## src/rtl/i2f_convert.sv

```systemverilog
module i2f_convert #(
  parameter bit ZERO_REG_CLEARS = 1'b1
) (
  input  logic        clk,
  input  logic        rst_n,
  input  logic        start_i,
  input  logic [63:0] op_i,
  input  logic        ra_zero_i,
  input  logic        signed_i,
  input  logic        wide_i,
  input  logic        single_i,
  input  logic [1:0]  rmode_i,
  input  logic        rc_i,
  output logic [63:0] result_o,
  output logic        done_o,
  output logic        inexact_o,
  output logic [3:0]  cr1_o
);

  localparam int DW      = 64;
  localparam int HW      = DW / 2;
  localparam int POS_W   = $clog2(DW);
  localparam int EXP_W   = 11;
  localparam int FRAC_D  = 52;
  localparam int FRAC_S  = 23;
  localparam int SIG_D   = FRAC_D + 1;
  localparam int SIG_S   = FRAC_S + 1;
  localparam int PAD_W   = FRAC_D - FRAC_S;
  localparam int LSB_D   = DW - SIG_D;
  localparam int LSB_S   = DW - SIG_S;
  localparam int BIAS    = 1023;

  // stage 1: extend, take magnitude
  logic [DW-1:0] ext_w, mag_w;
  logic          clr_w, neg_w;

  assign ext_w = wide_i ? op_i : {{HW{signed_i & op_i[HW-1]}}, op_i[HW-1:0]};
  assign clr_w = ZERO_REG_CLEARS && ra_zero_i;
  assign neg_w = signed_i & ext_w[DW-1] & ~clr_w;
  assign mag_w = clr_w ? '0 : (neg_w ? (~ext_w + 1'b1) : ext_w);

  logic          s1_v, s1_neg, s1_single, s1_rc;
  logic [1:0]    s1_rm;
  logic [DW-1:0] s1_mag;

  always_ff @(posedge clk) begin
    if (!rst_n) begin
      s1_v <= 1'b0; s1_neg <= 1'b0; s1_single <= 1'b0; s1_rc <= 1'b0;
      s1_rm <= '0; s1_mag <= '0;
    end else begin
      s1_v      <= start_i;
      s1_neg    <= neg_w;
      s1_single <= single_i;
      s1_rc     <= rc_i;
      s1_rm     <= rmode_i;
      s1_mag    <= mag_w;
    end
  end

  // stage 2: find leading one, normalise
  logic [POS_W-1:0] msb_w;
  logic [DW-1:0]    norm_w;

  always_comb begin
    msb_w = '0;
    for (int i = 0; i < DW; i++)
      if (s1_mag[i]) msb_w = POS_W'(i);
  end

  assign norm_w = s1_mag << (POS_W'(DW - 1) - msb_w);

  logic             s2_v, s2_neg, s2_single, s2_rc, s2_zero;
  logic [1:0]       s2_rm;
  logic [POS_W-1:0] s2_msb;
  logic [DW-1:0]    s2_norm;

  always_ff @(posedge clk) begin
    if (!rst_n) begin
      s2_v <= 1'b0; s2_neg <= 1'b0; s2_single <= 1'b0; s2_rc <= 1'b0;
      s2_zero <= 1'b1; s2_rm <= '0; s2_msb <= '0; s2_norm <= '0;
    end else begin
      s2_v      <= s1_v;
      s2_neg    <= s1_neg;
      s2_single <= s1_single;
      s2_rc     <= s1_rc;
      s2_zero   <= (s1_mag == '0);
      s2_rm     <= s1_rm;
      s2_msb    <= msb_w;
      s2_norm   <= norm_w;
    end
  end

  // stage 3: round and pack
  logic [SIG_D-1:0] kept_w, sum_w;
  logic             lsb_w, grd_w, stk_w, inc_w, carry_w, inx_w;
  logic [EXP_W-1:0] exp_w;
  logic [FRAC_D-1:0] frac_w;
  logic [DW-1:0]    res_w;
  logic [3:0]       cr_w;

  assign kept_w = s2_single ? {{(SIG_D-SIG_S){1'b0}}, s2_norm[DW-1:LSB_S]}
                            : s2_norm[DW-1:LSB_D];
  assign lsb_w  = s2_single ? s2_norm[LSB_S]     : s2_norm[LSB_D];
  assign grd_w  = s2_single ? s2_norm[LSB_S-1]   : s2_norm[LSB_D-1];
  assign stk_w  = s2_single ? |s2_norm[LSB_S-2:0] : |s2_norm[LSB_D-2:0];

  always_comb begin
    case (s2_rm)
      2'd0:    inc_w = grd_w & (stk_w | lsb_w);
      2'd1:    inc_w = 1'b0;
      2'd2:    inc_w = (grd_w | stk_w) & ~s2_neg;
      default: inc_w = (grd_w | stk_w) & s2_neg;
    endcase
  end

  assign sum_w   = kept_w + SIG_D'(inc_w);
  assign carry_w = s2_single ? sum_w[SIG_S] : ~sum_w[SIG_D-1];
  assign exp_w   = EXP_W'(BIAS) + EXP_W'(s2_msb) + EXP_W'(carry_w);
  assign frac_w  = s2_single ? {sum_w[FRAC_S-1:0], {PAD_W{1'b0}}} : sum_w[FRAC_D-1:0];
  assign inx_w   = ~s2_zero & (grd_w | stk_w);
  assign res_w   = s2_zero ? '0 : {s2_neg, exp_w, frac_w};
  assign cr_w    = s2_rc ? {~s2_zero & s2_neg, ~s2_zero & ~s2_neg, s2_zero, inx_w} : 4'b0;

  always_ff @(posedge clk) begin
    if (!rst_n) begin
      done_o <= 1'b0; result_o <= '0; inexact_o <= 1'b0; cr1_o <= '0;
    end else begin
      done_o <= s2_v;
      if (s2_v) begin
        result_o  <= res_w;
        inexact_o <= inx_w;
        cr1_o     <= cr_w;
      end
    end
  end

endmodule

```

## config.mk

```make
export PLATFORM = sky130hd
export DESIGN_NAME = i2f_convert
export DESIGN_NICKNAME = d
export VERILOG_FILES = /design/src/rtl/i2f_convert.sv
export SDC_FILE = /design/constraint.sdc
export NUM_CORES = 1
export LEC_CHECK = 0
export ABC_CLOCK_PERIOD_IN_PS = 10850
export CORE_MARGIN = 4
export CORE_UTILIZATION = 30
export DETAILED_ROUTE_END_ITERATION = 10
export DONT_BUFFER_PORTS = 1
export GPL_ROUTABILITY_DRIVEN = 1
export PLACE_DENSITY = 0.42
export SLEW_MARGIN = 20
export SYNTH_ARGS = -nofsm -noshare
export SYNTH_HDL_FRONTEND = slang
export SYNTH_SLANG_ARGS = --single-unit
```

## constraint.sdc

```tcl
create_clock -name clk -period 10.85 [get_ports clk]
set_input_delay 2.17 -clock clk [delete_from_list [all_inputs] [get_ports clk]]
set_output_delay 2.17 -clock clk [all_outputs]
set_load 0.03 [all_outputs]
```

==> run metrics <==
clock transition at the registers of the reported paths 60 ps; worst reg2reg path depth 22; row count 79; First DRT Iteration DRCs 847; Post-route DRC 0; critical path's most frequent cell ha_1; net count after synthesis 1894; gr usage total 19.8%; crit path max fanout between 50 and 60; Num CTS Buffers 25; Critical R2R Capture result_o[56]; fin. max-slew vios 0; TritonRoute pass-1 iters 5; CP startpoint kind flop; Buf+Inv Stages, Crit Path 2; Worst setup endpoint result_o[56]; outcome finished clean; Sequential Power Share between 30% and 40%; HPWL Detailed 40500 um; Synth Flop Type dfxtp_1; Slew HR between 30% and 40%; Setup Fix Bufs, Post-CTS 0; Core ar. 47000 um^2; peak supply drop between 0.1 and 0.15 mV; area leader, netlist dfxtp_1; number of max-cap violations 0; port bufs 0; DIE HEIGHT 227 um; Synth top area share 30.3%; GPL Wtd Cong 0.890; die area 51400 um^2; Leak 5.65 nW; top cells by area, synth dfxtp_1 30%, mux2i_1 9.4%, nor2_1 6.8%; most common cell in the netlist nor2_1; clock period minus worst slack 5170 ps; Hold Path Class flop to flop; CTS tree done; Starting Density just over 30%; initial antenna violation count 3; R2R Setup Slk 5680 ps; setup violators final 0; largest net degree at the start of global routing 66; Post-Route Utilization 33.1%; critical path cell sequence buf_4 > o21ai_0 > nand4_1 > or2_2 > nand2_1 > a21oi_1 > ha_1 > ha_1 > inv_1 > a221oi_2 > nand3b_1 > or3_1 > nor3_2 > and3_1 > a311oi_1 > a31oi_1 > ha_1 > ha_1 > nand2_1 > xnor2_1 > a22oi_1 > nor2_1; synthesized instance count 1815; CTS Hold Bufs 0; DR vias 13200; Max Freq 194 MHz; worst skew pair latency 570 ps; n_diodes 0; RSZ-0062 raised after global routing false; switch share 38.0%; buffers from clock root to sink, at most 3; WL final 52500 um; post-CTS resize count 0; Hold Crit Depth 1; sw power 0.00108 W; Mean Syn Cell Area 7.90 um^2; Post-synth ARST share 0%; Final period util 47.6%; Mapped Area between 10000 and 15000 um^2; crit path launch s2_single; Nets 1823; first-pass GRT wire length roughly 80000 um; critical path endpoint category flop; Total Neg Setup Slack 0 ps; Clock Power Share 30.6%; Worst R2R Start s2_single; power density over the cells 183 nW/um^2; Synth cell types 90; Worst path depth 22; Worst EP required 11290 ps; Ys Warns 0; Slowest Stage Delay on Critical Path 540 ps; drt wl/cell approximately 22 um; Die Wd 227 um; Setup Crit Path Kind flop to flop; IO Pins 144; total gr overflow 0; Root Driver clkbuf_16; Pint 0.00176 W; clock skew approximately 23 ps; Syn-to-layout area delta 8.36%; antenna viol nets, final 0; crit path DAT approximately 5600 ps; clock sink total 217; EDFF count, synth 0; vias in the first global route roughly 13000; dpl ws 5590 ps; Gate power share 35.1%; Critical-path top delay cell or3_1; #FFs+latches synth 217; H-tree depth 1; most frequent cells after synthesis 258 x nor2_1, 217 x dfxtp_1, 147 x nand2_1; share of layout cells above drive strength 1 8.92%; Final Hold Vio Count 0; Tightest Pin Transition just over 900 ps; largest delay contributor family on the critical path simple AND/OR/NAND/NOR gates; DR vias/cell roughly 5.6; post-synthesis sequential area ratio 30.3%; final worst-path setup slack 5680 ps
[worst register-to-register path: stages (launching register included)]
cell	delay, ps
dfxtp_2	310
buf_4	450
o21ai_0	210
nand4_1	200
or2_2	180
nand2_1	60
a21oi_1	120
ha_1	220
ha_1	240
inv_1	80
a221oi_2	310
nand3b_1	200
or3_1	540
nor3_2	410
and3_1	320
a311oi_1	110
a31oi_1	220
ha_1	240
ha_1	230
nand2_1	80
xnor2_1	120
a22oi_1	150
nor2_1	50
[power by group through the flow]
stage          Clock (W)  Combinational (W)  Sequential [W]
2_1_floorplan          0           0.000756        0.000948
3_3_place_gp           0           0.000992        0.000993
3_5_place_dp           0           0.000988        0.000993
4_1_cts         0.000899           0.000992        0.000976
5_1_grt         0.000933            0.00107        0.000987
6_report        0.000868           0.000996        0.000976
[cell families after synthesis]
group,Yosys count,synth area share [%]
compound gates,480,22.3
xor+xnor,100,6.11
fa+ha+maj,5,0.436
buf+inv,150,4.94
flops,217,30.3
mux,182,13.3
simple gates,681,22.7
[layout by cell type, fill, tap and decap left out, types with 6 or more instances in the layout]
cell type	Yosys	final
a211o_1	8	8
a211oi_1	18	18
a21oi_1	146	146
a221oi_1	6	6
a22oi_1	51	51
a2bb2oi_1	6	6
a31oi_1	19	19
and2_1	26	26
and3_1	18	18
buf_4	11	23
clkbuf_16	0	25
dfxtp_1	217	216
inv_1	29	27
mux2_2	43	43
mux2i_1	135	135
nand2_1	147	147
nand2b_1	12	11
nand3_1	56	56
nand3b_1	8	8
nand4_1	7	7
nor2_1	258	256
nor2b_1	16	16
nor3_1	41	41
nor4_1	30	30
o211ai_1	16	16
o21a_1	6	6
o21ai_0	87	87
o21ai_1	10	10
o221ai_1	8	8
o22a_1	10	10
o22ai_1	11	11
o31ai_1	16	16
o41ai_1	6	6
or2_2	8	8
or3_1	17	17
or4_1	10	10
xnor2_1	41	41
xor2_1	59	59
[cell type report]
cell class | instances | area, um^2
clock buffer | 34 | 709
clock inverter | 9 | 138
fill | 5063 | 31400
inverter | 29 | 109
multi-input combinational | 1448 | 9310
sequential | 217 | 4350
tap | 607 | 759
timing repair buffer | 23 | 173
[metal layers]
layer / share of wire [%] / track usage [%] / routed length (um) / vias to the layer above
li1: - / - / - / 6436
met1: 44 / 26.7 / 23200 / 6240
met2: 47 / 32.5 / 24600 / 433
met3: 5.9 / 3.09 / 3090 / 80
met4: 3.1 / 6.44 / 1630 / 2
met5: 0.025 / 0 / 13 / -
[metrics by stage]
stage	cells	area, um^2	power [W]	hold slack (ps)
after floorplan	1815	14300	0.00170	412
after global placement	2324	14700	0.00198	417
after detailed placement	2324	14700	0.00198	422
after CTS	2367	15500	0.00287	436
after global routing	2367	15500	0.00299	449
final	2367	15500	0.00284	431
[registers in the layout (all words and copies together), names as in the netlist, 2 cells and up]
| signal | cells |
|---|---|
| s1_mag | 64 |
| s2_norm | 64 |
| s2_msb | 6 |
| s2_rm | 2 |
| cr1_o | 4 |
| result_o | 64 |
| s1_rm | 2 |
[how the worst min path moves through the flow]
stage               startpoint   endpoint
floorplan               s1_neg     s2_neg
global placement     s1_single  s2_single
detailed placement        s1_v       s2_v
CTS                       s1_v       s2_v
global route              s1_v       s2_v
finish               s1_single  s2_single
(Power assumes the default switching activity.)
